===== src/rtl/gpio_regport.sv =====
module gpio_regport #(
  parameter int WIDTH      = 32,
  parameter int ADDR_W     = 4,
  parameter bit SETCLR     = 1'b0,
  parameter bit DIR_IS_IN  = 1'b0,
  parameter bit BIT_REV    = 1'b0,
  parameter bit BYTE_SWAP  = 1'b0,
  parameter bit SET_RDABLE = 1'b1
) (
  input  logic              clk,
  input  logic              rst_n,
  input  logic [ADDR_W-1:0] bus_addr,
  input  logic              bus_we,
  input  logic [WIDTH-1:0]  bus_wdata,
  output logic [WIDTH-1:0]  bus_rdata,
  input  logic [WIDTH-1:0]  pin_in,
  output logic [WIDTH-1:0]  pin_out,
  output logic [WIDTH-1:0]  pin_oe
);

  localparam int  NBYTES   = WIDTH / 8;
  localparam bit  SWAP_EN  = BYTE_SWAP && (WIDTH == 16 || WIDTH == 32);
  localparam logic [ADDR_W-1:0] OFF_DATA = ADDR_W'(4'h0);
  localparam logic [ADDR_W-1:0] OFF_SET  = ADDR_W'(4'h4);
  localparam logic [ADDR_W-1:0] OFF_CLR  = ADDR_W'(4'h8);
  localparam logic [ADDR_W-1:0] OFF_DIR  = ADDR_W'(4'hC);
  localparam logic [WIDTH-1:0]  DIR_RST  = DIR_IS_IN ? '1 : '0;

  function automatic logic [WIDTH-1:0] lane_swap(input logic [WIDTH-1:0] v);
    logic [WIDTH-1:0] r;
    r = v;
    if (SWAP_EN)
      for (int b = 0; b < NBYTES; b++)
        r[8*b +: 8] = v[8*(NBYTES-1-b) +: 8];
    return r;
  endfunction

  function automatic logic [WIDTH-1:0] reverse(input logic [WIDTH-1:0] v);
    logic [WIDTH-1:0] r;
    r = v;
    if (BIT_REV)
      for (int i = 0; i < WIDTH; i++)
        r[i] = v[WIDTH-1-i];
    return r;
  endfunction

  logic [WIDTH-1:0] out_q, dir_q, sync1, sync2, wr_pins, rd_next;
  logic hit_data, hit_set, hit_clr, hit_dir;

  assign hit_data = bus_addr == OFF_DATA;
  assign hit_set  = bus_addr == OFF_SET;
  assign hit_clr  = bus_addr == OFF_CLR;
  assign hit_dir  = bus_addr == OFF_DIR;
  assign wr_pins  = reverse(lane_swap(bus_wdata));

  always_ff @(posedge clk or negedge rst_n) begin
    if (!rst_n) begin
      out_q <= '0;
      dir_q <= DIR_RST;
    end else if (bus_we) begin
      if (!SETCLR && hit_data) out_q <= wr_pins;
      if (SETCLR && hit_set)   out_q <= out_q | wr_pins;
      if (SETCLR && hit_clr)   out_q <= out_q & ~wr_pins;
      if (hit_dir)             dir_q <= wr_pins;
    end
  end

  always_ff @(posedge clk or negedge rst_n) begin
    if (!rst_n) begin
      sync1 <= '0;
      sync2 <= '0;
    end else begin
      sync1 <= pin_in;
      sync2 <= sync1;
    end
  end

  always_comb begin
    rd_next = '0;
    if (hit_data) rd_next = lane_swap(reverse(sync2));
    if (hit_set && SETCLR && SET_RDABLE) rd_next = lane_swap(reverse(out_q));
    if (hit_dir) rd_next = lane_swap(reverse(dir_q));
  end

  always_ff @(posedge clk or negedge rst_n) begin
    if (!rst_n) bus_rdata <= '0;
    else        bus_rdata <= rd_next;
  end

  assign pin_out = out_q;
  assign pin_oe  = DIR_IS_IN ? ~dir_q : dir_q;

  a_r3_set_only_raises: assert property (@(posedge clk) disable iff (!rst_n)
    (SETCLR && bus_we && hit_set) |=> ((out_q & $past(out_q)) == $past(out_q)));

  a_r3_clr_only_lowers: assert property (@(posedge clk) disable iff (!rst_n)
    (SETCLR && bus_we && hit_clr) |=> ((out_q & ~$past(out_q)) == '0));

  a_r9_unmapped_write_ignored: assert property (@(posedge clk) disable iff (!rst_n)
    (bus_we && !hit_data && !hit_set && !hit_clr && !hit_dir) |=> ($stable(out_q) && $stable(dir_q)));

  a_r12_data_write_ignored: assert property (@(posedge clk) disable iff (!rst_n)
    (SETCLR && bus_we && hit_data) |=> $stable(out_q));

  a_r8_set_read_zero: assert property (@(posedge clk) disable iff (!rst_n)
    (!(SETCLR && SET_RDABLE) && hit_set) |=> (bus_rdata == '0));

  a_r1_idle_holds_state: assert property (@(posedge clk) disable iff (!rst_n)
    !bus_we |=> ($stable(out_q) && $stable(dir_q)));

endmodule


===== config.mk =====
export PLATFORM = sky130hd
export DESIGN_NAME = gpio_regport
export DESIGN_NICKNAME = d
export VERILOG_FILES = /design/src/rtl/gpio_regport.sv
export SDC_FILE = /design/constraint.sdc
export NUM_CORES = 1
export LEC_CHECK = 0
export ABC_AREA = 1
export CORE_UTILIZATION = 47
export CTS_CLUSTER_SIZE = 30
export DETAILED_ROUTE_END_ITERATION = 7
export HOLD_SLACK_MARGIN = 0.06
export PLACE_DENSITY = 0.88
export SYNTH_ARGS = -nofsm -noshare
export SYNTH_HDL_FRONTEND = slang
export SYNTH_SLANG_ARGS = --single-unit
export TNS_END_PERCENT = 30

===== constraint.sdc =====
create_clock -name clk -period 0.8 [get_ports clk]
set_input_delay 0.16 -clock clk [delete_from_list [all_inputs] [get_ports clk]]
set_output_delay 0.16 -clock clk [all_outputs]
set_load 0.005 [all_outputs]

==> impl_metrics.csv, run 1 <==
group,metric,value,unit
run_status,status,"complete, but fails checks",
run_status,violations,"setup timing",
global_route,grt_pass1_vias,4739,
setup_path,cpMaxStageDelayCell,"dfrtp_1",
timing,finalSetupViolations,135,
synth,yosysSeqAreaShare,71.91,%
place,place_area,7823,sq um
place,dp_cells,825,
global_route,grt.total_usage,26.26,%
timing,worstMarginPinSlew,0.3523,ns
floorplanning,core,11470,sq um
global_route,antenna_found_initial,2,
timing,finalCriticalPeriod,1.137,ns
synth,synthesis.nets,566,
place,place_ws,-0.7298,ns
setup_path,critPathMaxFanout,2,
cells_and_area,fillers,742,
synth,syn_area,5568,sq um
timing,totalNegativeSetupSlack,-29.83,ns
power_and_ir_drop,p_leak,4.426,nW
floorplanning,die_w,110.8,microns
cells_and_area,final_cell_mix,"dfrtp_1, nand2_1, buf_2",
cells_and_area,final_area,8431,sq um
global_route,gr-total-overflow,0,
setup_path,worst-path-buf-inv,1,
cts,cts_sinks,160,
power_and_ir_drop,ir_worst_vdd,0.001738,V
synth,synth_warnings,0,
timing,final.period_utilization,142.1,%
cts,cts_tree,"built",
timing,final_hold_viol_count,0,
setup_path,cpPeakStageDelay,0.41,ns
synth,synth_cell_types,9,
floorplanning,num_rows,39,
synth,yosys_register_bits,160,
cts,clk_pin_slew,0.06,ns
timing,setup_slack,-0.3369,ns
power_and_ir_drop,total_power,21.19,mW
global_route,grt_max_degree,45,
floorplanning,start_util,48.55,%
cts,worst_skew_pair.late_latency,0.43,ns
synth,synthesis.instances,495,
route,drc,0,
place,hpwl,10480,microns
cts,cts_max_level,4,
setup_path,path_class,"reg -> out",
setup_path,crit_required,0.64,ns
cells_and_area,insertedDiodeCount,0,
timing,skew,0.006513,ns
route,drt_iter0_markers,512,
cts,cts-root-buf,"clkbuf_16",
route,dr.pass1.iters,5,
place,place_congestion,0.8896,
floorplanning,fp.dieH,110.8,microns
timing,rsz0062_at_grt,"yes",
setup_path,cp_cell_sequence,"buf_2",
setup_path,start_kind,"flip-flop",
cells_and_area,final_core_util,73.52,%
flow_run,max_cap_viol_count,0,
route,ant_nets,0,
timing,relSlewSlack,76.52,%
cells_and_area,stdcell_count,899,
cells_and_area,drive_gt1_share,34.13,%
cells_and_area,fin_nets,815,
route,detail_route.vias_per_cell,5.474,
floorplanning,dieArea,12290,sq um
cts,clockBufferDepth,2,
cts,cts_buffers,17,
setup_path,crit_path_end_kind,"output port",
global_route,grt_pass1_wl,24420,microns
timing,hold_ws,0.1689,ns
place,io_buffers,166,
timing,fmax,0.8795,GHz
setup_path,cp.arrival,0.98,ns
route,avgRoutedWirePerCell,18.12,microns
floorplanning,io_pins,167,
cells_and_area,final_common_cell,"dfrtp_1",
synth,syn_avg_cell_area,11.25,sq um
worst_hold_path,hold_path_class,"in -> reg",
route,route.final.wire_length,16290,microns
timing,final_max_slew_viol_count,0,
setup_path,path_delay_family,"flip-flops",
power_and_ir_drop,powerDensity,2513,nW/um^2
cells_and_area,area_growth,51.42,%
route,vias,4921,
-- sequential cells by signal, indices dropped and copies added (netlist names) --
name	flops
pin_oe	32
sync1	32
bus_rdata	32
sync2	32
pin_out	32
-- path summary, 6_finish.rpt --
path	startpoint	endpoint	slack, ns	cells past startpoint
setup / recovery	pin_oe[24]$_DFFE_PN0P_	pin_oe[24]	-0.34	1
setup reg to reg	pin_oe[29]$_DFFE_PN0P_	bus_rdata[29]$_DFF_PN0_	-0.17	5
hold / removal	pin_in[9]	sync1[9]$_DFF_PN0_	0.17	1
hold reg to reg	sync1[3]$_DFF_PN0_	sync2[3]$_DFF_PN0_	0.35	0
max in group asynchronous	rst_n	bus_rdata[15]$_DFF_PN0_	0.10	3
min in group asynchronous	rst_n	sync2[0]$_DFF_PN0_	0.19	2
-- what timing repair did --
action | CTS | global route
gates cloned | 0 | 0
hold buffers | 1 | 0
endpoints found under the hold margin | 160 | 0
resized for setup | 395 | 38
setup endpoints to repair | 192 | 184
pin swaps | 5 | 16
buffers inserted | 24 | 18
-- logic make-up (layout without fill, tap and decap cells) --
group	count (synthesis)	count (layout)	share of synthesized area (%)
AND/OR/NAND/NOR	293	293	24.16
flip-flops	160	160	71.91
buffers and inverters	42	303	3.933
-- cell type report --
class / instances / area [sq um] / share of cell area [%]
repair buffers: 271 / 2210 / 26.21
flip-flops and latches: 160 / 4004 / 47.49
well taps: 143 / 178.9 / 2.122
inverters: 1 / 3.754 / 0.04452
clock buffers: 22 / 474.2 / 5.625
multi-input cells: 293 / 1475 / 17.50
clock inverters: 9 / 85.08 / 1.009
-- Yosys cell counts --
cell type  instances  area [sq um]
buf_2             37         185.2
buf_4              4         30.03
dfrtp_1          160          4004
inv_1              1         3.750
nand2_1          161         604.3
nand3_1           66         330.3
nand4_1           64         400.4
nor2_1             1         3.750
nor2_2             1         6.260
-- report_power, final --
part / total [mW] / internal (mW) / switching, mW
Sequential: 9.46 / 8.97 / 0.490
Clock: 7.62 / 4.50 / 3.12
Combinational: 4.11 / 2.26 / 1.85
-- per-layer routing --
| layer | vias up | track usage [%] | share of wire, % | wire, microns |
|---|---|---|---|---|
| met2 | 283 | 45.55 | 53 | 8612 |
| met3 | 48 | 8.311 | 8.5 | 1382 |
| met1 | 2425 | 29.60 | 36 | 5849 |
| li1 | 2161 | - | - | - |
| met5 | - | 0 | 0.17 | 27 |
| met4 | 4 | 11.73 | 2.6 | 419 |
(Power assumes the default switching activity.)
==> run 2: changes to the inputs <==
ABC_CLOCK_PERIOD_IN_PS = 800   (was not set)
CORE_MARGIN = 3   (was not set)
==> impl_metrics.csv, run 2 (same netlist as run 1, synthesis figures left out) <==
group,metric,value,unit
flow_run,max_cap_viol_count,0,
floorplanning,fp.dieH,114.8,microns
setup_path,start_kind,"flip-flop",
place,place_area,7740,sq um
timing,final_hold_viol_count,0,
worst_hold_path,min_from,"pin_in[19]",
route,drc,0,
cells_and_area,fin_nets,807,
timing,relSlewSlack,79.95,%
run_status,status,"complete, but fails checks",
power_and_ir_drop,p_leak,4.409,nW
timing,skew,0.01282,ns
setup_path,cp_cell_sequence,"buf_2",
cells_and_area,drive_gt1_share,33.56,%
route,dr.pass1.iters,5,
global_route,grt_pass1_wl,25480,microns
global_route,gr-total-overflow,0,
setup_path,crit_path_end_kind,"output port",
cells_and_area,final_common_cell,"dfrtp_1",
timing,final.period_utilization,144.0,%
setup_path,crit_required,0.64,ns
worst_hold_path,whs_endpoint,"sync1[19]$_DFF_PN0_",
cts,cts-root-buf,"clkbuf_16",
cts,clockBufferDepth,2,
floorplanning,num_rows,39,
place,place_congestion,0.8294,
global_route,antenna_found_initial,0,
floorplanning,dieArea,13190,sq um
place,hpwl,10460,microns
setup_path,worstSetupPathDepth,1,
worst_hold_path,hold_path_class,"in -> reg",
setup_path,worst-path-buf-inv,1,
timing,worstMarginPinSlew,0.3008,ns
global_route,grt_max_degree,69,
route,avgRoutedWirePerCell,18.54,microns
floorplanning,die_w,114.8,microns
global_route,grt.total_usage,25.20,%
route,drt_iter0_markers,502,
global_route,grt_pass1_vias,5083,
floorplanning,start_util,48.35,%
setup_path,cp.arrival,0.99,ns
run_status,violations,"setup timing",
cts,cts_tree,"built",
route,detail_route.vias_per_cell,5.464,
setup_path,path_delay_family,"flip-flops",
power_and_ir_drop,powerDensity,2644,nW/um^2
cts,cts_buffers,17,
cells_and_area,final_area,8398,sq um
route,vias,4868,
setup_path,r2r_slack,-0.18,ns
route,route.final.wire_length,16520,microns
timing,finalSetupViolations,130,
timing,final_max_slew_viol_count,0,
place,io_buffers,166,
timing,fmax,0.8679,GHz
setup_path,r2r_start,"pin_oe[14]$_DFFE_PN0P_",
cells_and_area,final_cell_mix,"dfrtp_1, nand2_1, buf_2",
power_and_ir_drop,total_power,22.21,mW
worst_hold_path,min_delay_path_depth,1,
setup_path,cpPeakStageDelay,0.42,ns
timing,setup_slack,-0.3522,ns
floorplanning,io_pins,167,
cells_and_area,insertedDiodeCount,0,
cts,cts_max_level,4,
cells_and_area,stdcell_count,891,
setup_path,cpMaxStageDelayCell,"dfrtp_1",
cells_and_area,area_growth,50.83,%
place,dp_cells,819,
power_and_ir_drop,ir_worst_vdd,0.001482,V
route,ant_nets,0,
cts,clk_pin_slew,0.06,ns
setup_path,path_class,"reg -> out",
timing,finalCriticalPeriod,1.152,ns
setup_path,timing.rr.end,"pin_oe[14]$_DFFE_PN0P_",
cts,worst_skew_pair.late_latency,0.42,ns
timing,rsz0062_at_grt,"yes",
floorplanning,core,11520,sq um
setup_path,critPathMaxFanout,2,
cts,cts_sinks,160,
setup_path,ff2ff_path_depth,5,
run 2: cell count changes in the layout (fill, tap and decap cells not counted), sizes merged:
cell and change:
buf -16, clkbuf +8, bufinv +4, clkinvlp -2, clkinv -1, dlygate4sd2 -1
run 2: worst max path at each step:
| stage | start | slack, ns | to |
|---|---|---|---|
| after floorplan | bus_addr[3] | -0.02 | pin_out[23]$_DFFE_PN0P_ |
| after CTS | pin_oe[21]$_DFFE_PN0P_ | -0.37 | pin_oe[21] |
| after global placement | bus_addr[1] | -0.68 | pin_oe[28]$_DFFE_PN0P_ |
| after detailed placement | bus_addr[3] | -0.72 | pin_out[1]$_DFFE_PN0P_ |
| after global routing | pin_oe[21]$_DFFE_PN0P_ | -0.37 | pin_oe[21] |
| final | pin_oe[21]$_DFFE_PN0P_ | -0.35 | pin_oe[21] |
run 2: through the flow:
step	setup slack, ns	hold WS [ns]	TNS, ns	utilization, %
6_report	-0.3522	0.1782	-30.04	72.92
2_1_floorplan	-0.02396	-0.1356	-0.9615	-
3_5_place_dp	-0.7162	0.04997	-81.17	67.21
4_1_cts	-0.3687	0.1560	-31.34	71.72
5_1_grt	-0.3712	0.1544	-35.04	72.92
3_3_place_gp	-0.6817	0.04949	-76.85	67.21
run 2: worst register-to-register path: stages, from the launching register on:
cell     delay (ns)
dfrtp_1        0.39
buf_4          0.14
buf_6          0.10
buf_6          0.11
nand2_2        0.08
nand2_2        0.05
run 2: final cells by class:
cell class	count	area, sq um
timing repair buffer	263	2121
tap	143	178.9
fill	761	3118
inverter	1	3.754
clock buffer	21	450.4
clock inverter	10	185.2
sequential	160	4004
multi-input combinational	293	1455
run 2: repair_timing:
item / 4_1_cts / 5_1_grt
pin swaps: 13 / 15
endpoints found under the hold margin: 160 / 0
setup buffers: 27 / 13
hold buffers: 1 / 0
setup endpoints to repair: 192 / 183
resized for setup: 394 / 42
run 2: per-layer routing:
metal | routed length, microns | track usage [%] | vias up
li1 | - | - | 2145
met1 | 5869 | 28.84 | 2386
met2 | 8783 | 43.44 | 293
met3 | 1370 | 7.158 | 44
met4 | 495 | 12.36 | 0
met5 | 0 | 0 | -
run 2: where the power goes:
part	total, mW	internal, mW	leakage, nW	switching, mW
Combinational	4.06	2.24	2.10	1.82
Clock	8.68	5.60	0.307	3.08
Sequential	9.48	8.97	2.00	0.506
==> run 3: changes to the inputs <==
CORE_UTILIZATION = 40   (was 47)
PLACE_DENSITY = 0.78   (was 0.88)
==> impl_metrics.csv, run 3 (same netlist as run 1, synthesis figures left out) <==
group,metric,value,unit
run_status,status,"complete, but fails checks",
run_status,violations,"setup timing",
floorplanning,fp.dieH,124.0,microns
place,place_congestion,0.8796,
power_and_ir_drop,p_int,16.51,mW
timing,finalSetupViolations,129,
route,ant_nets,0,
cts,cts_tree,"built",
timing,setup_slack,-0.3372,ns
power_and_ir_drop,power.switching,5.419,mW
timing,fmax,0.8794,GHz
setup_path,path_class,"reg -> out",
timing,hold_ws,0.1516,ns
route,avgRoutedWirePerCell,17.87,microns
route,dr.pass1.iters,5,
timing,rsz0062_at_grt,"yes",
power_and_ir_drop,p_leak,4.472,nW
cells_and_area,final_area,8542,sq um
setup_path,worstSetupPathDepth,1,
global_route,grt.total_usage,21.92,%
setup_path,cp_cell_sequence,"buf_2",
power_and_ir_drop,ir_worst_vdd,0.001329,V
route,vias,4890,
setup_path,cp.arrival,0.98,ns
floorplanning,start_util,41.39,%
cells_and_area,area_growth,53.42,%
setup_path,crit_path_end_kind,"output port",
setup_path,critPathMaxFanout,2,
global_route,gr-total-overflow,0,
power_and_ir_drop,clockPowerShare,38.1,%
setup_path,start_kind,"flip-flop",
route,drc,0,
global_route,grt_pass1_wl,25250,microns
cts,worst_skew_pair.late_latency,0.42,ns
cts,cts-root-buf,"clkbuf_16",
place,io_buffers,166,
cells_and_area,insertedDiodeCount,0,
route,wirelength_met1,6282,microns
timing,final_hold_viol_count,0,
floorplanning,num_rows,42,
timing,final_max_slew_viol_count,0,
place,place_area,7931,sq um
cells_and_area,final_cell_mix,"dfrtp_1, nand2_1, buf_2",
power_and_ir_drop,p_comb_share,18.8,%
cts,cts_max_level,4,
setup_path,crit_required,0.64,ns
setup_path,r2r_start,"pin_oe[8]$_DFFE_PN0P_",
global_route,grt_max_degree,50,
cts,clk_pin_slew,0.06,ns
setup_path,timing.rr.end,"bus_rdata[8]$_DFF_PN0_",
setup_path,r2r_slack,-0.21,ns
cts,cts_sinks,160,
route,drt_iter0_markers,475,
timing,worstMarginPinSlew,0.2185,ns
floorplanning,io_pins,167,
cells_and_area,fin_nets,818,
timing,finalCriticalPeriod,1.137,ns
place,hpwl,10600,microns
cells_and_area,drive_gt1_share,35.49,%
timing,skew,0.009894,ns
power_and_ir_drop,powerDensity,2567,nW/um^2
setup_path,crit_start,"pin_oe[16]$_DFFE_PN0P_",
power_and_ir_drop,netSwitchingFraction,24.71,%
setup_path,ff2ff_path_depth,5,
cts,cts_buffers,17,
route,route.final.wire_length,16690,microns
setup_path,cpMaxStageDelayCell,"dfrtp_1",
worst_hold_path,hold_path_class,"in -> async",
cells_and_area,final_common_cell,"dfrtp_1",
route,wl_met2,8726,microns
setup_path,path_delay_family,"flip-flops",
floorplanning,dieArea,15370,sq um
cts,clockBufferDepth,2,
timing,relSlewSlack,85.43,%
global_route,antenna_found_initial,0,
timing,final.period_utilization,142.1,%
floorplanning,core,13450,sq um
route,top_layer,"met4",
global_route,grt_pass1_vias,4867,
route,wl_met3,1125,microns
floorplanning,die_w,124.0,microns
flow_run,max_cap_viol_count,0,
setup_path,worstSetupEndpoint,"pin_oe[16]",
setup_path,worst-path-buf-inv,1,
power_and_ir_drop,power_frac_seq,43.1,%
route,detail_route.vias_per_cell,5.236,
setup_path,cpPeakStageDelay,0.42,ns
[run 3: cell count changes in the layout (fill, tap and decap cells not counted), sizes merged]
cell,change
clkbuf,-12
clkdlybuf4s15,+2
buf,+21
bufinv,-1
clkinv,+2
dlygate4sd2,-2
[run 3: power by group through the flow]
stage / clock network (mW) / registers [mW] / logic (mW)
final: 8.35 / 9.46 / 4.12
after global routing: 8.86 / 9.53 / 4.47
after CTS: 8.43 / 9.44 / 3.68
after detailed placement: 0 / 9.61 / 3.87
after floorplan: 0 / 9.62 / 0.817
after global placement: 0 / 9.57 / 3.77
[run 3: how the worst min path moves through the flow]
stage	startpoint	end	slack (ns)
floorplan	rst_n	bus_rdata[0]$_DFF_PN0_	-0.14
global placement	rst_n	sync1[10]$_DFF_PN0_	0.02
detailed placement	rst_n	pin_oe[11]$_DFFE_PN0P_	0.02
CTS	rst_n	pin_out[12]$_DFFE_PN0P_	0.15
global route	rst_n	sync1[10]$_DFF_PN0_	0.15
finish	rst_n	pin_out[12]$_DFFE_PN0P_	0.15
[run 3: what timing repair did]
item                                    in CTS  in global routing
pin swaps                                    9                  9
hold endpoints to repair                   160                  0
endpoints found under the setup margin     192                178
hold buffers                                 1                  0
setup buffers                               20                 16
resized for setup                          410                 38
[run 3: metrics by stage]
stage | utilization (%) | setup slack, ns | instances | TNS (ns) | power, mW
floorplan | - | -0.02396 | 495 | -0.9615 | 10.44
global placement | 58.96 | -0.6254 | 867 | -74.80 | 13.34
detailed placement | 58.96 | -0.6850 | 867 | -78.02 | 13.48
CTS | 61.81 | -0.3447 | 918 | -30.06 | 21.55
global route | 63.50 | -0.3720 | 934 | -34.96 | 22.86
finish | 63.50 | -0.3372 | 934 | -29.77 | 21.93
[run 3: cell type report]
type,instances,area [sq um]
Clock buffer,19,442.9
Clock inverter,11,165.2
Fill cell,1027,4911
Inverter,1,3.754
Multi-Input combinational cell,293,1475
Sequential cell,160,4004
Tap cell,176,220.2
Timing Repair Buffer,274,2231
[run 3: routing by layer]
metal / GRT usage [%] / up-vias
met3: 5.359 / 51
met2: 36.90 / 261
li1: - / 2166
met1: 26.18 / 2412
met4: 11.23 / 0
met5: 0 / -
